$ cat src/rtl/fir_pkg.sv
package fir_pkg;
    localparam int DATA_W = 18;
    localparam int COEF_W = 18;
    localparam int FRAC_W = 15;
    localparam int NTAPS  = 17;
    localparam int IDX_W  = $clog2(NTAPS);
    localparam int ACC_W  = DATA_W + COEF_W + $clog2(NTAPS);

    typedef logic signed [DATA_W-1:0] sample_t;
    typedef logic signed [COEF_W-1:0] coef_t;
    typedef logic signed [ACC_W-1:0]  acc_t;
    typedef logic [IDX_W-1:0]         idx_t;

    typedef enum logic [1:0] {
        PH_IDLE = 2'd0,
        PH_RUN  = 2'd1,
        PH_HOLD = 2'd2
    } phase_e;

    localparam acc_t ACC_HI = acc_t'(2**(DATA_W-1) - 1);
    localparam acc_t ACC_LO = acc_t'(-(2**(DATA_W-1)));

    // drop fraction bits of the product sum, clamp to the sample range
    function automatic sample_t scale_sat(input acc_t a);
        acc_t s;
        s = a >>> FRAC_W;
        if (s > ACC_HI)      return sample_t'(ACC_HI);
        else if (s < ACC_LO) return sample_t'(ACC_LO);
        else                 return sample_t'(s);
    endfunction
endpackage

$ cat src/rtl/fir_hist.sv
module fir_hist
    import fir_pkg::*;
(
    input  logic    clk,
    input  logic    rst,
    input  logic    load,
    input  sample_t din,
    input  idx_t    rd_idx,
    output sample_t rd_data
);
    sample_t line [NTAPS];

    always_ff @(posedge clk) begin
        if (rst)       line[0] <= '0;
        else if (load) line[0] <= din;
    end

    for (genvar g = 1; g < NTAPS; g++) begin : g_stage
        always_ff @(posedge clk) begin
            if (rst)       line[g] <= '0;
            else if (load) line[g] <= line[g-1];
        end
    end

    assign rd_data = line[rd_idx];


    hist_hold_chk: assert property (@(posedge clk) disable iff (rst)
        !load |=> ($stable(line[0]) && $stable(line[NTAPS-1])));
endmodule

$ cat src/rtl/fir_seq.sv
module fir_seq
    import fir_pkg::*;
(
    input  logic   clk,
    input  logic   rst,
    input  logic   in_fire,
    input  logic   out_fire,
    output phase_e phase,
    output idx_t   tap_idx,
    output logic   step,
    output logic   last
);
    localparam idx_t LAST_IDX = idx_t'(NTAPS - 1);

    always_ff @(posedge clk) begin
        if (rst) begin
            phase   <= PH_IDLE;
            tap_idx <= '0;
        end else begin
            case (phase)
                PH_IDLE: if (in_fire) begin
                    phase   <= PH_RUN;
                    tap_idx <= '0;
                end
                PH_RUN: begin
                    if (tap_idx == LAST_IDX) phase <= PH_HOLD;
                    else                     tap_idx <= tap_idx + idx_t'(1);
                end
                PH_HOLD: if (out_fire) phase <= PH_IDLE;
                default: phase <= PH_IDLE;
            endcase
        end
    end

    assign step = (phase == PH_RUN);
    assign last = step && (tap_idx == LAST_IDX);


    seq_order_chk: assert property (@(posedge clk) disable iff (rst)
        (step && !last) |=> (step && tap_idx == $past(tap_idx) + idx_t'(1)));
endmodule

$ cat src/rtl/fir_mac.sv
module fir_mac
    import fir_pkg::*;
(
    input  logic    clk,
    input  logic    rst,
    input  logic    clear,
    input  logic    step,
    input  sample_t x,
    input  coef_t   c,
    output sample_t result
);
    acc_t acc;
    acc_t prod;
    acc_t acc_next;

    assign prod     = acc_t'(x) * acc_t'(c);
    assign acc_next = acc + prod;
    assign result   = scale_sat(acc_next);

    always_ff @(posedge clk) begin
        if (rst || clear) acc <= '0;
        else if (step)    acc <= acc_next;
    end


    acc_clear_chk: assert property (@(posedge clk) disable iff (rst)
        clear |=> (acc == '0));
endmodule

$ cat src/rtl/fold_fir.sv
module fold_fir
    import fir_pkg::*;
#(
    parameter coef_t K0  = -18'sd310,
    parameter coef_t K1  = -18'sd420,
    parameter coef_t K2  = 18'sd0,
    parameter coef_t K3  = 18'sd980,
    parameter coef_t K4  = 18'sd2150,
    parameter coef_t K5  = 18'sd3300,
    parameter coef_t K6  = 18'sd4250,
    parameter coef_t K7  = 18'sd4820,
    parameter coef_t K8  = 18'sd5000,
    parameter coef_t K9  = 18'sd4820,
    parameter coef_t K10 = 18'sd4250,
    parameter coef_t K11 = 18'sd3300,
    parameter coef_t K12 = 18'sd2150,
    parameter coef_t K13 = 18'sd980,
    parameter coef_t K14 = 18'sd0,
    parameter coef_t K15 = -18'sd420,
    parameter coef_t K16 = -18'sd310
) (
    input  logic              clk,
    input  logic              rst,
    input  logic              s_tvalid,
    output logic              s_tready,
    input  logic [DATA_W-1:0] s_tdata,
    output logic              m_tvalid,
    input  logic              m_tready,
    output logic [DATA_W-1:0] m_tdata
);
    localparam coef_t COEFS [NTAPS] = '{K0, K1, K2, K3, K4, K5, K6, K7, K8,
                                        K9, K10, K11, K12, K13, K14, K15, K16};

    phase_e  phase;
    idx_t    tap_idx;
    logic    step, last;
    logic    in_fire, out_fire;
    sample_t hist_x;
    coef_t   coef_sel;
    sample_t mac_res;
    sample_t out_q;

    assign s_tready = (phase == PH_IDLE);
    assign in_fire  = s_tvalid && s_tready;
    assign out_fire = m_tvalid && m_tready;
    assign coef_sel = COEFS[tap_idx];

    fir_seq seq_i (
        .clk(clk), .rst(rst), .in_fire(in_fire), .out_fire(out_fire),
        .phase(phase), .tap_idx(tap_idx), .step(step), .last(last)
    );

    fir_hist hist_i (
        .clk(clk), .rst(rst), .load(in_fire), .din(sample_t'(s_tdata)),
        .rd_idx(tap_idx), .rd_data(hist_x)
    );

    fir_mac mac_i (
        .clk(clk), .rst(rst), .clear(in_fire), .step(step),
        .x(hist_x), .c(coef_sel), .result(mac_res)
    );

    always_ff @(posedge clk) begin
        if (rst) begin
            m_tvalid <= 1'b0;
            out_q    <= '0;
        end else if (last) begin
            m_tvalid <= 1'b1;
            out_q    <= mac_res;
        end else if (out_fire) begin
            m_tvalid <= 1'b0;
        end
    end

    assign m_tdata = out_q;


    busy_block_chk: assert property (@(posedge clk) disable iff (rst)
        !(s_tready && m_tvalid));

    accept_drop_chk: assert property (@(posedge clk) disable iff (rst)
        in_fire |=> !s_tready);

    hold_stable_chk: assert property (@(posedge clk) disable iff (rst)
        (m_tvalid && !m_tready) |=> (m_tvalid && $stable(m_tdata)));

    release_chk: assert property (@(posedge clk) disable iff (rst)
        (m_tvalid && m_tready) |=> (!m_tvalid && s_tready));
endmodule

$ cat config.mk
export PLATFORM = sky130hd
export DESIGN_NAME = fold_fir
export DESIGN_NICKNAME = d
export VERILOG_FILES = /design/src/rtl/fir_pkg.sv /design/src/rtl/fir_hist.sv /design/src/rtl/fir_seq.sv /design/src/rtl/fir_mac.sv /design/src/rtl/fold_fir.sv
export SDC_FILE = /design/constraint.sdc
export NUM_CORES = 1
export LEC_CHECK = 0
export BUFFER_PORTS_ARGS = -buffer_cell sky130_fd_sc_hd__buf_2
export CORE_MARGIN = 2
export CORE_UTILIZATION = 45
export CTS_BUF_LIST = sky130_fd_sc_hd__clkbuf_8
export CTS_CLUSTER_SIZE = 20
export DETAILED_ROUTE_END_ITERATION = 12
export GPL_TIMING_DRIVEN = 0
export PLACE_DENSITY = 0.58
export SYNTH_ARGS = -nofsm -noshare
export SYNTH_HDL_FRONTEND = slang
export SYNTH_SLANG_ARGS = --single-unit
export TNS_END_PERCENT = 50
$ cat constraint.sdc
create_clock -name clk -period 18.55 [get_ports clk]
set_input_delay 5.565 -clock clk [delete_from_list [all_inputs] [get_ports clk]]
set_output_delay 5.565 -clock clk [all_outputs]
set_load 0.02 [all_outputs]
# == Word-level counts from Yosys, hierarchy flattened ==
# Memories as Yosys holds them, arrays and structs flattened. A register that Yosys moved wholly into a read port is not among the register bits.
# Index checks and enable logic that the tools add are counted.
# classes
eq_ne,7
bitwise_logic,18
add_sub_neg,2
multipliers,1
n_reduce_logical,9
mux,37
n_lt_le_gt_ge,3
# ops
op,n
two-way mux 18 bit,21
adder 41 x 36 -> 41 bit,1
multiplier 18 x 18 -> 36 bit,1
greater-than comparator 26 x 18 -> 1 bit (second input constant),1
less-than comparator 26 x 18 -> 1 bit (second input constant),1
two-way mux 5 bit,4
OR 1 bit,17
case mux 5 bit (2 select lines),1
two-way mux 1 bit,7
>= comparator 6 bit (second input constant),1
two-way mux 2 bit,3
inequality test 2 bit (second input constant),3
NOT 5 -> 6 bit,1
case mux 2 bit (3 select lines),1
AND reduction 3 bit,2
adder 5 x 1 -> 5 bit (second input constant),1
equality test 5 bit (second input constant),1
nonzero test 2 bit,2
logical AND 1 bit,3
equality test 2 x 1 -> 1 bit (second input constant),1
equality test 2 bit (second input constant),1
logical NOT 2 bit,1
inequality test 2 x 1 -> 1 bit (second input constant),1
logical OR 1 bit,1
# word_totals
output_inout_bits,20
input_bits,22
mem_count,2
romBits,576
ramBits,306
register_bits,67
# memory_table
memory,depth,word_bits,read_ports,rd_ports_with_merged_regs,write_ports,line,source
(name not given),32,18,1,0,0,fold_fir.sv:46,assign coef_sel = COEFS[tap_idx];
hist_i.line,17,18,17,1,17,fir_hist.sv:11,sample_t line [NTAPS];

# == Logic depth before layout (Yosys ltp) ==
# depth
ltp_word,9
ltp_mapped,35
mapped_depth_nobuf,30

# == Hierarchy ==
# A second synthesis with hierarchy kept.
# hier_totals
cells_unflattened,2795
hier_area_um2,31722.9
# modules_own_cells
module,area_each_um2,n_inst,seq_area_each_um2,cells_per_inst
fir_mac,16403.2,1,820.8,1801
fir_hist,13783.2,1,9188.8,823
fold_fir,1127.3,1,380.4,129
fir_seq,409.1,1,140.1,42

# == Least setup slack after synthesis ==
# No wires, ideal clock.
# synth_timing
path_kind,input-to-reg
from,input rst
to,register (tool-made name)
stages,5
slack_ns,3.182
t_arrival_ns,14.827
cell_sequence,clkbuf_1 > nand2b_1 > clkbuf_1 > clkbuf_1 > nor2_1
# synth_rtl
item,line,source
start: declaration,fold_fir.sv:23,"input logic rst,"

==> summary.txt <==
Startpoint Class - register
Initial antenna violation count - 0
# setup viols final - 0
Crit path arrival time - 11.74 ns
Max-slew violation count - 0
GRT Residual Overflow - 0
DR DRC count - 0
Dominant cell type by area after synthesis - edfxtp_1
Final wirelength - 75,700 um
Vias in the first global route - 20,700
Measured slew at the worst slew-check pin - 1.40 ns
Synth top area cells - edfxtp_1 30%, fa_1 24%, mux4_2 6.7%, and2_1 6.5%, ha_1 6.1%
CTS Buf Count - 67
I/O pins - 42
WHS Path Cells - 2
Post CTS Setup Buffer Count - 0
CP Class - register to register
Share of cells above drive strength 1 - 0.0993
Final Hold Viols - 0
RSZ-0062 raised after global routing - false
Syn-to-layout area delta - 8.95%
CTS Hold Buffers Added - 0
Register area share after synthesis - 0.350
Yosys reg bits - 377
Crit. path cell count - 29
CTS Buffer Depth - 3
Gp weighted congestion - 0.909
Row Count - 95
Final #Nets - 3,325
Root Driver - clkbuf_8
Via count - 19,500
Reg2reg setup slack - 7.31 ns
Post-synth top area share - 0.303
Max Fclk - 89.0 MHz
Initial Util - 0.453
WL/cell - 20.4 um
Global-route wire length before repair - 119,000 um
H-tree depth - 3
Most frequent CP cell - fa_1
Post-synth cell types - 71
Hold endpoint - mac_i.acc[4]
Largest net degree at the start of global routing - 67
Die X - 263 um
Hold Path Origin - mac_i.acc[4]
Critical path required time - 19.05 ns
TritonRoute pass-1 iters - 5
Top_reg_cell synth - edfxtp_1
Post_cts resized - 0
Diodes inserted - 0
Die height - 263 um
Worst path slowest cell - mux2i_1
Syn nets - 3,211
Vias per cell - 5.25
Setup Total Neg Slack - 0 ns
Outcome - finished clean
Clock Skew - 0.0499 ns
Die Footprint - 69,400 um^2
IO Port Bufs - 40
Cells after Synth - 2,680
Fill cells - 6,061
CP Capture Type - register
EDFF count, synth - 306
Yosys Warn Count - 0
CTS tree - built
Core Box Area - 66,900 um^2
Worst hold slack - 0.456 ns
Tmin final - 11.24 ns
Clock Sinks - 377
RR Endpoint - m_tdata[11]
Reg2reg path depth - 29
Period utilisation layout - 0.606
Max-cap violations - 0
Average size of a mapped cell - 11.3 um^2
Async SR Flop Fraction - 0
Util after Layout - 0.493
Buf+Inv Stages, Crit Path - 7
Max-slew headroom - 0.0408
Reg clk slew, reported paths - 0.06 ns
Post-route ant nets - 0
Later-pin clock latency in the skew report - 0.65 ns
Worst Path Max Fanout - 10
Post-Syn Area - 30,300 um^2
GRT Resource Usage Total - 0.224
Worst hold path type - register to register
Post-DP HPWL - 60,000 um
Crit path largest cell delay - 0.84 ns
CP top delay family - adder cells
Initial DRC Count - 1,356
-- worst max-delay path by stage --
stage,to,from
floorplan,register,rst
global placement,register,rst
detailed placement,m_tdata[13],register
CTS,m_tdata[13],register
global route,m_tdata[8],register
finish,m_tdata[11],register
-- placed cells by master, fill, tap and decap left out, drive strengths merged, types with 29 or more instances in the layout --
master / instances
dfxtp: 71
xnor2: 31
mux4: 90
nor2: 195
ha: 148
and2: 315
nand2: 224
o21ai: 29
edfxtp: 306
a21oi: 80
buf: 73
inv: 497
a211oi: 33
fa: 361
clkbuf: 160
-- worst register-to-register path, delay by kind of cell (launching register included) --
kind | cells | cell delay, ns
fa+ha+maj | 8 | 3.77
buf+inv | 7 | 2.27
mux | 3 | 1.97
compound gates | 5 | 1.45
simple gates | 6 | 1.32
flops | 1 | 0.31
-- layer usage --
metal | share of wire | GRT usage
met4 | 0.033 | 0.0781
met3 | 0.060 | 0.0444
met5 | 0 | 0
met1 | 0.44 | 0.301
met2 | 0.47 | 0.365
-- cells by family after synthesis --
group	Yosys count	share of synthesized area
AND/OR/NAND/NOR	821	0.135
buffers and inverters	593	0.0743
adder cells (fa/ha/maj)	509	0.300
flip-flops	377	0.350
AO/OA/AOI/OAI	212	0.0491
multiplexers	123	0.0783
XOR/XNOR	45	0.0130
-- synthesized netlist by cell type, types with 12 or more instances --
| cell | instances |
|---|---|
| ha_1 | 148 |
| nand2_1 | 223 |
| mux2i_1 | 21 |
| and2_1 | 315 |
| mux2_2 | 12 |
| fa_1 | 361 |
| xnor2_1 | 31 |
| nand3_1 | 13 |
| xor2_1 | 14 |
| mux4_2 | 90 |
| nor2_1 | 194 |
| a211oi_1 | 21 |
| inv_1 | 471 |
| edfxtp_1 | 306 |
| o21ai_0 | 28 |
| nand2b_1 | 16 |
| a21o_1 | 12 |
| dfxtp_1 | 71 |
| a21oi_1 | 80 |
| buf_1 | 16 |
| clkbuf_1 | 92 |
-- metrics by stage --
stage	instance area [um^2]	setup WS (ns)	instances
detailed placement	31700	7.27	3598
CTS	33000	7.25	3713
floorplan	30300	3.18	2680
global route	33000	6.66	3713
finish	33000	7.31	3713
global placement	31600	-1.95	3593
-- state kept, by name (all words and copies together), names as in the netlist, named ones only --
| name | cells |
|---|---|
| m_tvalid | 1 |
| seq_i.tap_idx | 5 |
| hist_i.line | 306 |
| seq_i.phase | 2 |
| m_tdata | 18 |
| mac_i.acc | 40 |
-- area by class of cell --
cell class,count,area (um^2),share of cell area
timing repair buffer,45,338,0.0102
tap,873,1090,0.0331
clock inverter,47,335,0.0102
multi-input combinational,1710,17400,0.528
sequential,377,10600,0.322
clock buffer,68,936,0.0284
inverter,473,1780,0.0538
buffer,120,478,0.0145
Power is left out: the tool's default activity adds up to more than one toggle a clock period on the data nets, which glitch-free logic cannot reach.
